==> config.mk <==
export PLATFORM = sky130hd
export DESIGN_NAME = ptm_trace_filter
export DESIGN_NICKNAME = d
export VERILOG_FILES = /design/src/rtl/ptm_pkg.sv /design/src/rtl/ptm_beat_tracker.sv /design/src/rtl/ptm_cmp_lane.sv /design/src/rtl/ptm_verdict.sv /design/src/rtl/ptm_trace_filter.sv
export SDC_FILE = /design/constraint.sdc
export NUM_CORES = 1
export LEC_CHECK = 0
export BUFFER_PORTS_ARGS = -buffer_cell sky130_fd_sc_hd__buf_2
export CAP_MARGIN = 20
export CORE_AREA = 2 2 521 523
export DETAILED_ROUTE_END_ITERATION = 7
export DIE_AREA = 0 0 523 525
export PLACE_DENSITY_LB_ADDON = 0.08
export SYNTH_ARGS = -nofsm -noshare
export SYNTH_HDL_FRONTEND = slang
export SYNTH_HIERARCHICAL = 1
export SYNTH_SLANG_ARGS = --single-unit
==> constraint.sdc <==
create_clock -name clk -period 6.5 [get_ports clk]
set_input_delay 0.325 -clock clk [delete_from_list [all_inputs] [get_ports clk]]
set_output_delay 0.325 -clock clk [all_outputs]
set_load 0.02 [all_outputs]
==> src/rtl/ptm_pkg.sv <==
`timescale 1ns/1ps
package ptm_pkg;
    localparam int WIN_BITS = 160;

    typedef struct packed {
        logic valid;
        logic fwd;
        logic trace;
        logic drop;
    } verdict_flags_t;
endpackage

==> src/rtl/ptm_beat_tracker.sv <==
`timescale 1ns/1ps
module ptm_beat_tracker #(
    parameter int NUM_BEATS = 5,
    localparam int IDX_W = $clog2(NUM_BEATS + 1)
) (
    input  logic             clk,
    input  logic             rst_n,
    input  logic             in_valid,
    input  logic             in_sop,
    input  logic             in_eop,
    output logic             beat_live,
    output logic             beat_first,
    output logic [IDX_W-1:0] beat_idx,
    output logic             win_close
);
    typedef struct packed {
        logic             in_pkt;
        logic             closed;
        logic [IDX_W-1:0] idx;
    } trk_state_t;

    trk_state_t st_q, st_d;

    always_comb begin
        st_d       = st_q;
        beat_first = in_valid && in_sop;
        beat_idx   = beat_first ? '0 : st_q.idx;
        beat_live  = in_valid && (beat_first || (st_q.in_pkt && !st_q.closed));
        win_close  = beat_live && (in_eop || (beat_idx == IDX_W'(NUM_BEATS - 1)));
        if (beat_live) begin
            st_d.idx    = beat_idx + 1'b1;
            st_d.closed = win_close;
        end
        if (in_valid && (beat_first || st_q.in_pkt)) begin
            st_d.in_pkt = !in_eop;
        end
    end

    always_ff @(posedge clk) begin
        if (!rst_n) begin
            st_q <= '0;
        end else begin
            st_q <= st_d;
        end
    end

    p_idx_bound_r2: assert property (@(posedge clk) disable iff (!rst_n)
        st_q.idx <= IDX_W'(NUM_BEATS));

    p_single_close_r3: assert property (@(posedge clk) disable iff (!rst_n)
        (st_q.closed && !(in_valid && in_sop)) |-> !win_close);

    p_sop_restart_r10: assert property (@(posedge clk) disable iff (!rst_n)
        (in_valid && in_sop) |=> (st_q.idx == IDX_W'(1)));
endmodule

==> src/rtl/ptm_cmp_lane.sv <==
`timescale 1ns/1ps
module ptm_cmp_lane
    import ptm_pkg::*;
#(
    parameter int WORD_W    = 32,
    parameter int NUM_BEATS = 5,
    localparam int IDX_W = $clog2(NUM_BEATS + 1)
) (
    input  logic                clk,
    input  logic                rst_n,
    input  logic                beat_live,
    input  logic                beat_first,
    input  logic [IDX_W-1:0]    beat_idx,
    input  logic [WORD_W-1:0]   beat_data,
    input  logic [WIN_BITS-1:0] lane_value,
    input  logic [WIN_BITS-1:0] lane_care,
    input  logic                lane_en,
    output logic                lane_hit
);
    typedef struct packed {
        logic ok;
    } lane_state_t;

    lane_state_t st_q, st_d;

    logic [WORD_W-1:0] val_w  [NUM_BEATS];
    logic [WORD_W-1:0] care_w [NUM_BEATS];
    logic [NUM_BEATS-1:0] care_nz;

    for (genvar g = 0; g < NUM_BEATS; g++) begin : g_words
        assign val_w[g]   = lane_value[WIN_BITS-1-g*WORD_W -: WORD_W];
        assign care_w[g]  = lane_care[WIN_BITS-1-g*WORD_W -: WORD_W];
        assign care_nz[g] = |care_w[g];
    end

    logic [IDX_W-1:0] sel;
    logic             word_ok;
    logic             cur_ok;
    logic             tail_clear;

    always_comb begin
        st_d    = st_q;
        sel     = (beat_idx < IDX_W'(NUM_BEATS)) ? beat_idx : '0;
        word_ok = (((beat_data ^ val_w[sel]) & care_w[sel]) == '0);
        cur_ok  = (beat_first ? 1'b1 : st_q.ok) && word_ok;
        tail_clear = 1'b1;
        for (int g = 0; g < NUM_BEATS; g++) begin
            if ((g > int'(sel)) && care_nz[g]) begin
                tail_clear = 1'b0;
            end
        end
        lane_hit = lane_en && cur_ok && tail_clear;
        if (beat_live) begin
            st_d.ok = cur_ok;
        end
    end

    always_ff @(posedge clk) begin
        if (!rst_n) begin
            st_q <= '0;
        end else begin
            st_q <= st_d;
        end
    end

    p_miss_sticky_r2: assert property (@(posedge clk) disable iff (!rst_n)
        (!st_q.ok && !(beat_live && beat_first)) |=> !st_q.ok);
endmodule

==> src/rtl/ptm_verdict.sv <==
`timescale 1ns/1ps
module ptm_verdict
    import ptm_pkg::*;
#(
    parameter int NUM_CMP = 4,
    parameter int PORT_W  = 4
) (
    input  logic               clk,
    input  logic               rst_n,
    input  logic               win_close,
    input  logic [NUM_CMP-1:0] lane_hit,
    input  logic [NUM_CMP-1:0] cmp_drop,
    input  logic               trace_en,
    input  logic [PORT_W-1:0]  trace_port,
    output logic               vrd_valid,
    output logic               vrd_fwd,
    output logic               vrd_trace,
    output logic               vrd_drop,
    output logic [PORT_W-1:0]  vrd_port
);
    typedef struct packed {
        verdict_flags_t    flags;
        logic [PORT_W-1:0] port;
    } vrd_state_t;

    vrd_state_t st_q, st_d;
    logic any_hit;
    logic any_drop;

    always_comb begin
        st_d     = '0;
        any_hit  = |lane_hit;
        any_drop = |(lane_hit & cmp_drop);
        if (win_close) begin
            st_d.flags.valid = 1'b1;
            if (trace_en && any_drop) begin
                st_d.flags.drop = 1'b1;
            end else if (trace_en && any_hit) begin
                st_d.flags.fwd   = 1'b1;
                st_d.flags.trace = 1'b1;
                st_d.port        = trace_port;
            end else begin
                st_d.flags.fwd = 1'b1;
            end
        end
    end

    always_ff @(posedge clk) begin
        if (!rst_n) begin
            st_q <= '0;
        end else begin
            st_q <= st_d;
        end
    end

    assign vrd_valid = st_q.flags.valid;
    assign vrd_fwd   = st_q.flags.fwd;
    assign vrd_trace = st_q.flags.trace;
    assign vrd_drop  = st_q.flags.drop;
    assign vrd_port  = st_q.port;

    p_drop_excl_r5: assert property (@(posedge clk) disable iff (!rst_n)
        vrd_drop |-> (!vrd_fwd && !vrd_trace));

    p_trace_fwd_r4: assert property (@(posedge clk) disable iff (!rst_n)
        vrd_trace |-> vrd_fwd);

    p_idle_quiet_r1: assert property (@(posedge clk) disable iff (!rst_n)
        !vrd_valid |-> (!vrd_fwd && !vrd_trace && !vrd_drop && vrd_port == '0));

    p_port_zero_r11: assert property (@(posedge clk) disable iff (!rst_n)
        !vrd_trace |-> (vrd_port == '0));
endmodule

==> src/rtl/ptm_trace_filter.sv <==
`timescale 1ns/1ps
module ptm_trace_filter
    import ptm_pkg::*;
#(
    parameter int WORD_W  = 32,
    parameter int NUM_CMP = 4,
    parameter int PORT_W  = 4
) (
    input  logic                        clk,
    input  logic                        rst_n,
    input  logic                        in_valid,
    input  logic                        in_sop,
    input  logic                        in_eop,
    input  logic [WORD_W-1:0]           in_data,
    input  logic                        trace_en,
    input  logic [PORT_W-1:0]           trace_port,
    input  logic [NUM_CMP-1:0]          cmp_en,
    input  logic [NUM_CMP-1:0]          cmp_drop,
    input  logic [NUM_CMP*WIN_BITS-1:0] cmp_value,
    input  logic [NUM_CMP*WIN_BITS-1:0] cmp_care,
    output logic                        vrd_valid,
    output logic                        vrd_fwd,
    output logic                        vrd_trace,
    output logic                        vrd_drop,
    output logic [PORT_W-1:0]           vrd_port
);
    localparam int NUM_BEATS = WIN_BITS / WORD_W;
    localparam int IDX_W     = $clog2(NUM_BEATS + 1);

    logic             beat_live;
    logic             beat_first;
    logic [IDX_W-1:0] beat_idx;
    logic             win_close;
    logic [NUM_CMP-1:0] lane_hit;

    ptm_beat_tracker #(.NUM_BEATS(NUM_BEATS)) i_tracker (
        .clk        (clk),
        .rst_n      (rst_n),
        .in_valid   (in_valid),
        .in_sop     (in_sop),
        .in_eop     (in_eop),
        .beat_live  (beat_live),
        .beat_first (beat_first),
        .beat_idx   (beat_idx),
        .win_close  (win_close)
    );

    for (genvar c = 0; c < NUM_CMP; c++) begin : g_lane
        ptm_cmp_lane #(.WORD_W(WORD_W), .NUM_BEATS(NUM_BEATS)) i_lane (
            .clk        (clk),
            .rst_n      (rst_n),
            .beat_live  (beat_live),
            .beat_first (beat_first),
            .beat_idx   (beat_idx),
            .beat_data  (in_data),
            .lane_value (cmp_value[c*WIN_BITS +: WIN_BITS]),
            .lane_care  (cmp_care[c*WIN_BITS +: WIN_BITS]),
            .lane_en    (cmp_en[c]),
            .lane_hit   (lane_hit[c])
        );
    end

    ptm_verdict #(.NUM_CMP(NUM_CMP), .PORT_W(PORT_W)) i_verdict (
        .clk        (clk),
        .rst_n      (rst_n),
        .win_close  (win_close),
        .lane_hit   (lane_hit),
        .cmp_drop   (cmp_drop),
        .trace_en   (trace_en),
        .trace_port (trace_port),
        .vrd_valid  (vrd_valid),
        .vrd_fwd    (vrd_fwd),
        .vrd_trace  (vrd_trace),
        .vrd_drop   (vrd_drop),
        .vrd_port   (vrd_port)
    );

    p_strobe_after_beat_r3: assert property (@(posedge clk) disable iff (!rst_n)
        vrd_valid |-> $past(in_valid));

    p_disabled_quiet_r7: assert property (@(posedge clk) disable iff (!rst_n)
        (in_valid && !trace_en) |=> !(vrd_trace || vrd_drop));
endmodule

Word-level counts from Yosys, hierarchy flattened

Cells that the tools add are included.

Equality and inequality tests: 1
Muxes and demuxes: 52
Bitwise gates (word level): 13
Order comparisons: 6
$add $sub $neg: 1
Reduce and logical (&&, ||, !) cells: 65

Operator list:

| cell                                                          | number |
|---|---|
| binary-select mux 32 bit (select 3 bit)                       | 8 |
| 2-to-1 mux 32 bit                                             | 16 |
| OR reduction 32 bit                                           | 16 |
| bitwise AND 32 bit                                            | 4 |
| logical NOT 32 bit                                            | 4 |
| bitwise XOR 32 bit                                            | 4 |
| logical AND 1 bit                                             | 35 |
| 2-to-1 mux 1 bit                                              | 22 |
| OR reduction 4 bit                                            | 3 |
| 2-to-1 mux 4 bit                                              | 2 |
| 2-to-1 mux 8 bit                                              | 1 |
| greater-than comparator 2 x 3 -> 1 bit (first input constant) | 2 |
| 2-to-1 mux 3 bit                                              | 2 |
| bitwise AND 4 bit                                             | 1 |
| greater-or-equal comparator 4 bit (second input constant)     | 1 |
| NOT 3 -> 4 bit                                                | 1 |
| adder 3 x 1 -> 3 bit (second input constant)                  | 1 |
| equality test 3 bit (second input constant)                   | 1 |
| greater-than comparator 1 x 3 -> 1 bit (first input constant) | 1 |
| greater-than comparator 3 bit (first input constant)          | 1 |
| logical OR 1 bit                                              | 3 |
| < comparator 3 bit (second input constant)                    | 1 |
| NOT 1 bit                                                     | 3 |
| OR reduction 3 bit                                            | 1 |
| 3 further kinds                                               | 4 |

Bits in registers: 17
Output and inout port bits: 8
Word-level logic and storage cells: 150

Logic depth before layout (Yosys ltp)

Depth after elaboration: 19
Depth in mapped cells: 17
Gate-level depth less buffers: 13

By module

The synthesis kept the hierarchy.

Modules (own cells, without submodules):

| module           | cells an instance | area an instance (um2) | seq. area each (um2) | times used |
|---|---|---|---|---|
| ptm_cmp_lane     | 564               | 4,614.4                | 20.0                 | 4 |
| ptm_beat_tracker | 34                | 295.3                  | 100.1                | 1 |
| ptm_verdict      | 25                | 255.2                  | 160.2                | 1 |

Worst setup path after synthesis

No wires, ideal clock.

Kind: input port to flip-flop
Start point: input port in_valid
End point: register i_verdict.st_q (netlist bit i_verdict/vrd_port[0])
Path buffers: 3
Slack: 3.140 ns
Library setup time: 0.120 ns
Cell stages on the path: 14
Arrival: 3.239 ns
Cell sequence: nand2_2 > inv_2 > nor2_1 > buf_2 > buf_2 > buf_2 > nor2_1 > a2111oi_1 > nor3_1 > nand4_1 > nor4_1 > or4_1 > nand3_2 > nor3_1

Word-level cells in the longest chain between the ends: 18
Elaborated cells between the ends (all ways): 106

Ends and longest elaborated chain:

| item                                                           | line                                 | text |
|---|---|---|
| start, declared                                                | ptm_trace_filter.sv:11               | `input logic in_valid,` |
| logical AND 1 bit (*)                                          | ptm_beat_tracker.sv:26               | `beat_first = in_valid && in_sop;` |
| named net beat_first                                           | ptm_trace_filter.sv:31               | `logic beat_first;` |
| 2-to-1 mux 3 bit (*)                                           | ptm_beat_tracker.sv:27               | `beat_idx = beat_first ? '0 : st_q.idx;` |
| named net beat_idx[2]                                          | ptm_trace_filter.sv:32               | `logic [IDX_W-1:0] beat_idx;` |
| < comparator 3 bit                                             | ptm_cmp_lane.sv:43                   | `sel = (beat_idx < IDX_W'(NUM_BEATS)) ? beat_idx : '0;` |
| 2-to-1 mux 3 bit (*)                                           | ptm_cmp_lane.sv:43                   |  |
| NOT 3 -> 4 bit (not written as such)                           | ptm_cmp_lane.sv:44                   | `word_ok = (((beat_data ^ val_w[sel]) & care_w[sel]) == '0);` |
| binary-select mux 32 bit (select 3 bit)                        | ptm_cmp_lane.sv:44                   |  |
| [5 not listed]                                                 | --                                   |  |
| logical AND 1 bit                                              | ptm_cmp_lane.sv:45                   | `cur_ok = (beat_first ? 1'b1 : st_q.ok) && word_ok;` |
| logical AND 1 bit                                              | ptm_cmp_lane.sv:52                   | `lane_hit = lane_en && cur_ok && tail_clear;` |
| logical AND 1 bit (*)                                          | ptm_cmp_lane.sv:52                   |  |
| named net lane_hit[1]                                          | ptm_trace_filter.sv:34               | `logic [NUM_CMP-1:0] lane_hit;` |
| bitwise AND 4 bit / OR reduction 4 bit (equally long branches) | ptm_verdict.sv:33, ptm_verdict.sv:32 |  |
| OR reduction 4 bit / logical AND 1 bit (equally long branches) | ptm_verdict.sv:33, ptm_verdict.sv:38 |  |
| logical AND 1 bit / NOT 1 bit (equally long branches)          | --                                   |  |
| OR reduction 4 bit (no line) (*)                               | --                                   |  |
| end signal, assigned                                           | ptm_verdict.sv:52                    | `st_q <= st_d;` |
| end, declared                                                  | ptm_verdict.sv:26                    | `vrd_state_t st_q, st_d;` |

The timed path passes the listed nets; every way through them passes the cells marked *. The select of a mux whose other input is x is not followed.
A chain may end at the register's enable or synchronous reset.

Final worst setup path

Start point: register i_tracker/st_q[0] in the netlist's numbering
End point: register i_verdict.st_q (netlist bit i_verdict/vrd_fwd)

Word-level cells in the longest chain between the ends: 17
Elaborated cells between the ends (all ways): 96

Ends and longest elaborated chain:

| item                                                  | line                   | text |
|---|---|---|
| start, declared                                       | ptm_beat_tracker.sv:22 | `trk_state_t st_q, st_d;` |
| start signal, assigned                                | ptm_beat_tracker.sv:43 | `st_q <= st_d;` |
| 2-to-1 mux 3 bit (*)                                  | ptm_beat_tracker.sv:27 |  |
| named net beat_idx[0]                                 | ptm_trace_filter.sv:32 |  |
| < comparator 3 bit                                    | ptm_cmp_lane.sv:43     |  |
| 2-to-1 mux 3 bit (*)                                  | ptm_cmp_lane.sv:43     |  |
| NOT 3 -> 4 bit (not written as such)                  | ptm_cmp_lane.sv:44     |  |
| binary-select mux 32 bit (select 3 bit)               | ptm_cmp_lane.sv:44     |  |
| 2-to-1 mux 32 bit (not written as such) (2 in series) | ptm_cmp_lane.sv:44     |  |
| bitwise XOR 32 bit                                    | ptm_cmp_lane.sv:44     |  |
| [2 not listed]                                        | --                     |  |
| logical AND 1 bit                                     | ptm_cmp_lane.sv:45     |  |
| logical AND 1 bit                                     | ptm_cmp_lane.sv:52     |  |
| logical AND 1 bit (*)                                 | ptm_cmp_lane.sv:52     |  |
| named net lane_hit[1]                                 | ptm_trace_filter.sv:34 |  |
| bitwise AND 4 bit (*)                                 | ptm_verdict.sv:33      | `any_drop = \|(lane_hit & cmp_drop);` |
| OR reduction 4 bit (*)                                | ptm_verdict.sv:33      |  |
| logical AND 1 bit (*)                                 | ptm_verdict.sv:36      | `if (trace_en && any_drop) begin` |
| 2-to-1 mux 2 bit (*)                                  | ptm_verdict.sv:36      |  |

Marked as above.

==> flow_metrics.py <==
metrics = {
    "run_status": {
        "outcome": "completed",
    },
    "global_route": {
        "antenna_found_initial": 183,
        "gr-total-overflow": 0,
        "grt_first_pass_wirelength_mm": 314,
        "track_usage": 0.174,
        "grt_pass1_vias": 28558,
        "grt_max_degree": 77,
    },
    "worst_setup_path": {
        "arrival_ns": 5.10,
        "cp_cell_sequence": "and2_4 > buf_12 > buf_12 > mux4_2 > nand2_1 > mux2i_1 > nor2_1 > nor4_1 > nand4_1 > nor4_2 > buf_4 > a22oi_1 > nand2_1 > a21boi_0",
        "crit_fanout": 54,
        "worstPathRequired_ns": 6.71,
        "startpoint_type": "register",
        "cp_slowest_stage_delay_ns": 0.61,
        "end_kind": "register",
        "r2r_cells": 14,
        "critPathKind": "register to register",
        "cpMaxStageDelayCell": "and2_4",
    },
    "yosys": {
        "yosysSeqAreaShare": 0.0179,
        "syn_nets": 3647,
        "synth_ff_type": "dfxtp_1",
        "yosys_warnings": 6,
        "synth_seq_cells": 17,
        "synth-edff-count": 0,
        "syn_area_um2": 19000,
        "syn_avg_cell_area_um2": 8.21,
        "ys_types": 78,
        "async_flop_share": 0,
        "syn_inst": 2315,
    },
    "power": {
        "power.share.clock": 0.069,
        "power.leakage_nw": 11.6,
        "pwr-share-comb": 0.892,
        "swShare": 0.578,
        "power_density_nw_per_um2": 90.5,
        "p_switching_w": 0.00157,
        "ir_drop_mv": 0.0641,
        "internal-power_w": 0.00114,
        "seqPwrFrac": 0.040,
    },
    "clocking": {
        "cts_tree": "done",
        "post_cts_buffers": 0,
        "cts-root-buf": "clkbuf_16",
        "clkSinkCount": 17,
        "cts_buffers": 3,
        "clk-insertion-delay-late_ns": 0.33,
        "clk_pin_slew_ns": 0.11,
        "cts_resized": 0,
        "clock_path_buffers": 2,
        "holdBufCountCts": 0,
        "cts.htree.levels": 1,
    },
    "routing": {
        "vias_per_cell": 3.76,
        "drt_iter0_markers": 1648,
        "drc": 0,
        "via_count": 27010,
        "routed_wl_mm": 250,
        "wl_per_cell_um": 34.9,
        "firstDrtPassIters": 5,
        "final_antenna_net_count": 0,
    },
    "min_path": {
        "hold_depth": 2,
        "worstHoldPathType": "input port to register",
    },
    "placed_design": {
        "place_ws_ns": 1.00,
        "placed_cells": 7118,
        "portBuffers": 1337,
        "dpl.hpwl_mm": 219,
        "gp_congestion": 0.861,
        "dpl_cell_area_um2": 29700,
    },
    "layout": {
        "nets": 4886,
        "final_cell_area_um2": 29900,
        "layout_common_cells": "buf_2, nand2_1, mux2i_1, mux4_2, nor2_1",
        "drive_gt1_frac": 0.486,
        "syn_to_final_growth_pct": 57.4,
        "fillers": 31654,
        "layout_commonest_cell": "buf_2",
        "stdcell_count": 7174,
    },
    "floorplan": {
        "rows": 191,
        "die_w_um": 523,
        "die_y_um": 525,
        "fp.coreArea_um2": 269000,
        "io_pins": 1338,
        "die-area_um2": 275000,
        "start_util": 0.0706,
    },
    "sta": {
        "rsz0062_at_grt": "no",
        "period_needed_ns": 4.90,
        "setup_viol": 0,
        "worst_slack_ns": 1.60,
        "hold_slack_ns": 0.246,
        "tightest_slew_ns": 1.25,
        "hold_viol_final": 0,
        "maxSlewHeadroom": 0.161,
        "fin_crit_sh": 0.753,
        "setup_tns_ns": 0,
        "slew_violations": 0,
        "finClkSkew_ns": 0.0255,
        "fmax_mhz": 204,
    },
    "flow_run": {
        "cap_violations": 0,
    },
}
[worst max-delay path: cells and delay by family (launching register included)]
| family | cells | cell delay, ns |
|---|---|---|
| simple gates | 7 | 2.41 |
| mux | 2 | 0.93 |
| buf+inv | 3 | 0.80 |
| flops | 1 | 0.37 |
| compound gates | 2 | 0.21 |
[metrics by stage]
step / total power (W) / util
after detailed placement: 0.00258 / 0.110
after global placement: 0.00260 / 0.110
final: 0.00271 / 0.111
after CTS: 0.00280 / 0.111
after floorplan: 0.00123 / -
after global routing: 0.00290 / 0.111
[state kept, by name, summed over array words and instances, names as in the netlist]
| register | count |
|---|---|
| g_lane.i_lane/st_q | 4 |
| i_verdict/vrd_port | 4 |
| i_verdict/vrd_trace | 1 |
| i_verdict/vrd_drop | 1 |
| i_verdict/vrd_valid | 1 |
| i_verdict/vrd_fwd | 1 |
| i_tracker/st_q | 5 |
[power groups by stage]
stage                     logic, W  clock network [W]  registers [W]
after CTS                  0.00249           0.000208       0.000107
after global routing       0.00259           0.000205       0.000108
after global placement     0.00249                  0       0.000110
after floorplan            0.00112                  0       0.000110
after detailed placement   0.00247                  0       0.000110
final                      0.00241           0.000186       0.000107
[metal layers]
metal / routed length [um] / share of wire / GRT usage / vias to the layer above
met5: 645 / 0.0026 / 0 / -
met3: 17500 / 0.070 / 0.0367 / 253
met4: 2250 / 0.0090 / 0.0127 / 102
li1: - / - / - / 11775
met1: 109000 / 0.44 / 0.225 / 13555
met2: 121000 / 0.48 / 0.304 / 1325
[cells in the mapped netlist (13+ instances only)]
cell type	count	area [um^2]
nand2b_1	28	175
clkbuf_1	32	120
mux4_2	176	3960
dfxtp_1	17	340
a211oi_1	16	120
o21ai_1	17	85.1
o21a_1	28	210
nor3_1	40	200
nor2_1	154	578
buf_4	32	240
inv_1	35	131
or3_1	20	125
a31oi_1	57	357
nor3b_1	48	360
a211o_1	16	140
nand2_1	249	935
o211ai_1	38	285
mux2i_1	242	2420
nand4b_1	21	184
xor2_1	52	455
o22ai_1	56	350
and2_1	30	188
o21ai_0	73	365
nor4_1	144	901
a22oi_1	30	225
mux2_2	52	586
a21oi_1	56	280
or3b_1	20	175
buf_2	52	260
nor2b_1	13	81.3
nand3_1	18	90.1
buf_6	48	541
nand4_1	76	475
xnor2_1	104	911
[logic make-up (layout without fill, tap and decap cells)]
family,count (synthesis),in the layout,synth area share
other cells,0,51,0
flops,17,17,0.0179
xor+xnor,160,160,0.0753
buf+inv,221,1459,0.0782
fa+ha+maj,2,2,0.00132
simple gates,938,938,0.268
compound gates,503,503,0.190
mux,474,474,0.369
[worst paths after layout]
| check | startpoint | endpoint | slack, ns |
|---|---|---|---|
| max | i_tracker/st_q[0] | i_verdict/vrd_fwd | 1.60 |
| min reg2reg | i_tracker/st_q[1] | i_tracker/st_q[1] | 0.48 |
| max reg2reg | i_tracker/st_q[0] | i_verdict/vrd_fwd | 1.60 |
| min | trace_en | i_verdict/vrd_fwd | 0.25 |
[area by class of cell]
type	instances	area [um^2]	share of cell area
multi-input cells	2077	17200	0.576
repair buffers	1419	7520	0.251
well taps	3570	4470	0.149
flip-flops and latches	17	340	0.0114
inverters	36	143	0.00477
diodes	51	128	0.00427
clock buffers	3	75.1	0.00251
clock inverters	1	5.00	0.000167
Power figures use the tool's default switching activity.
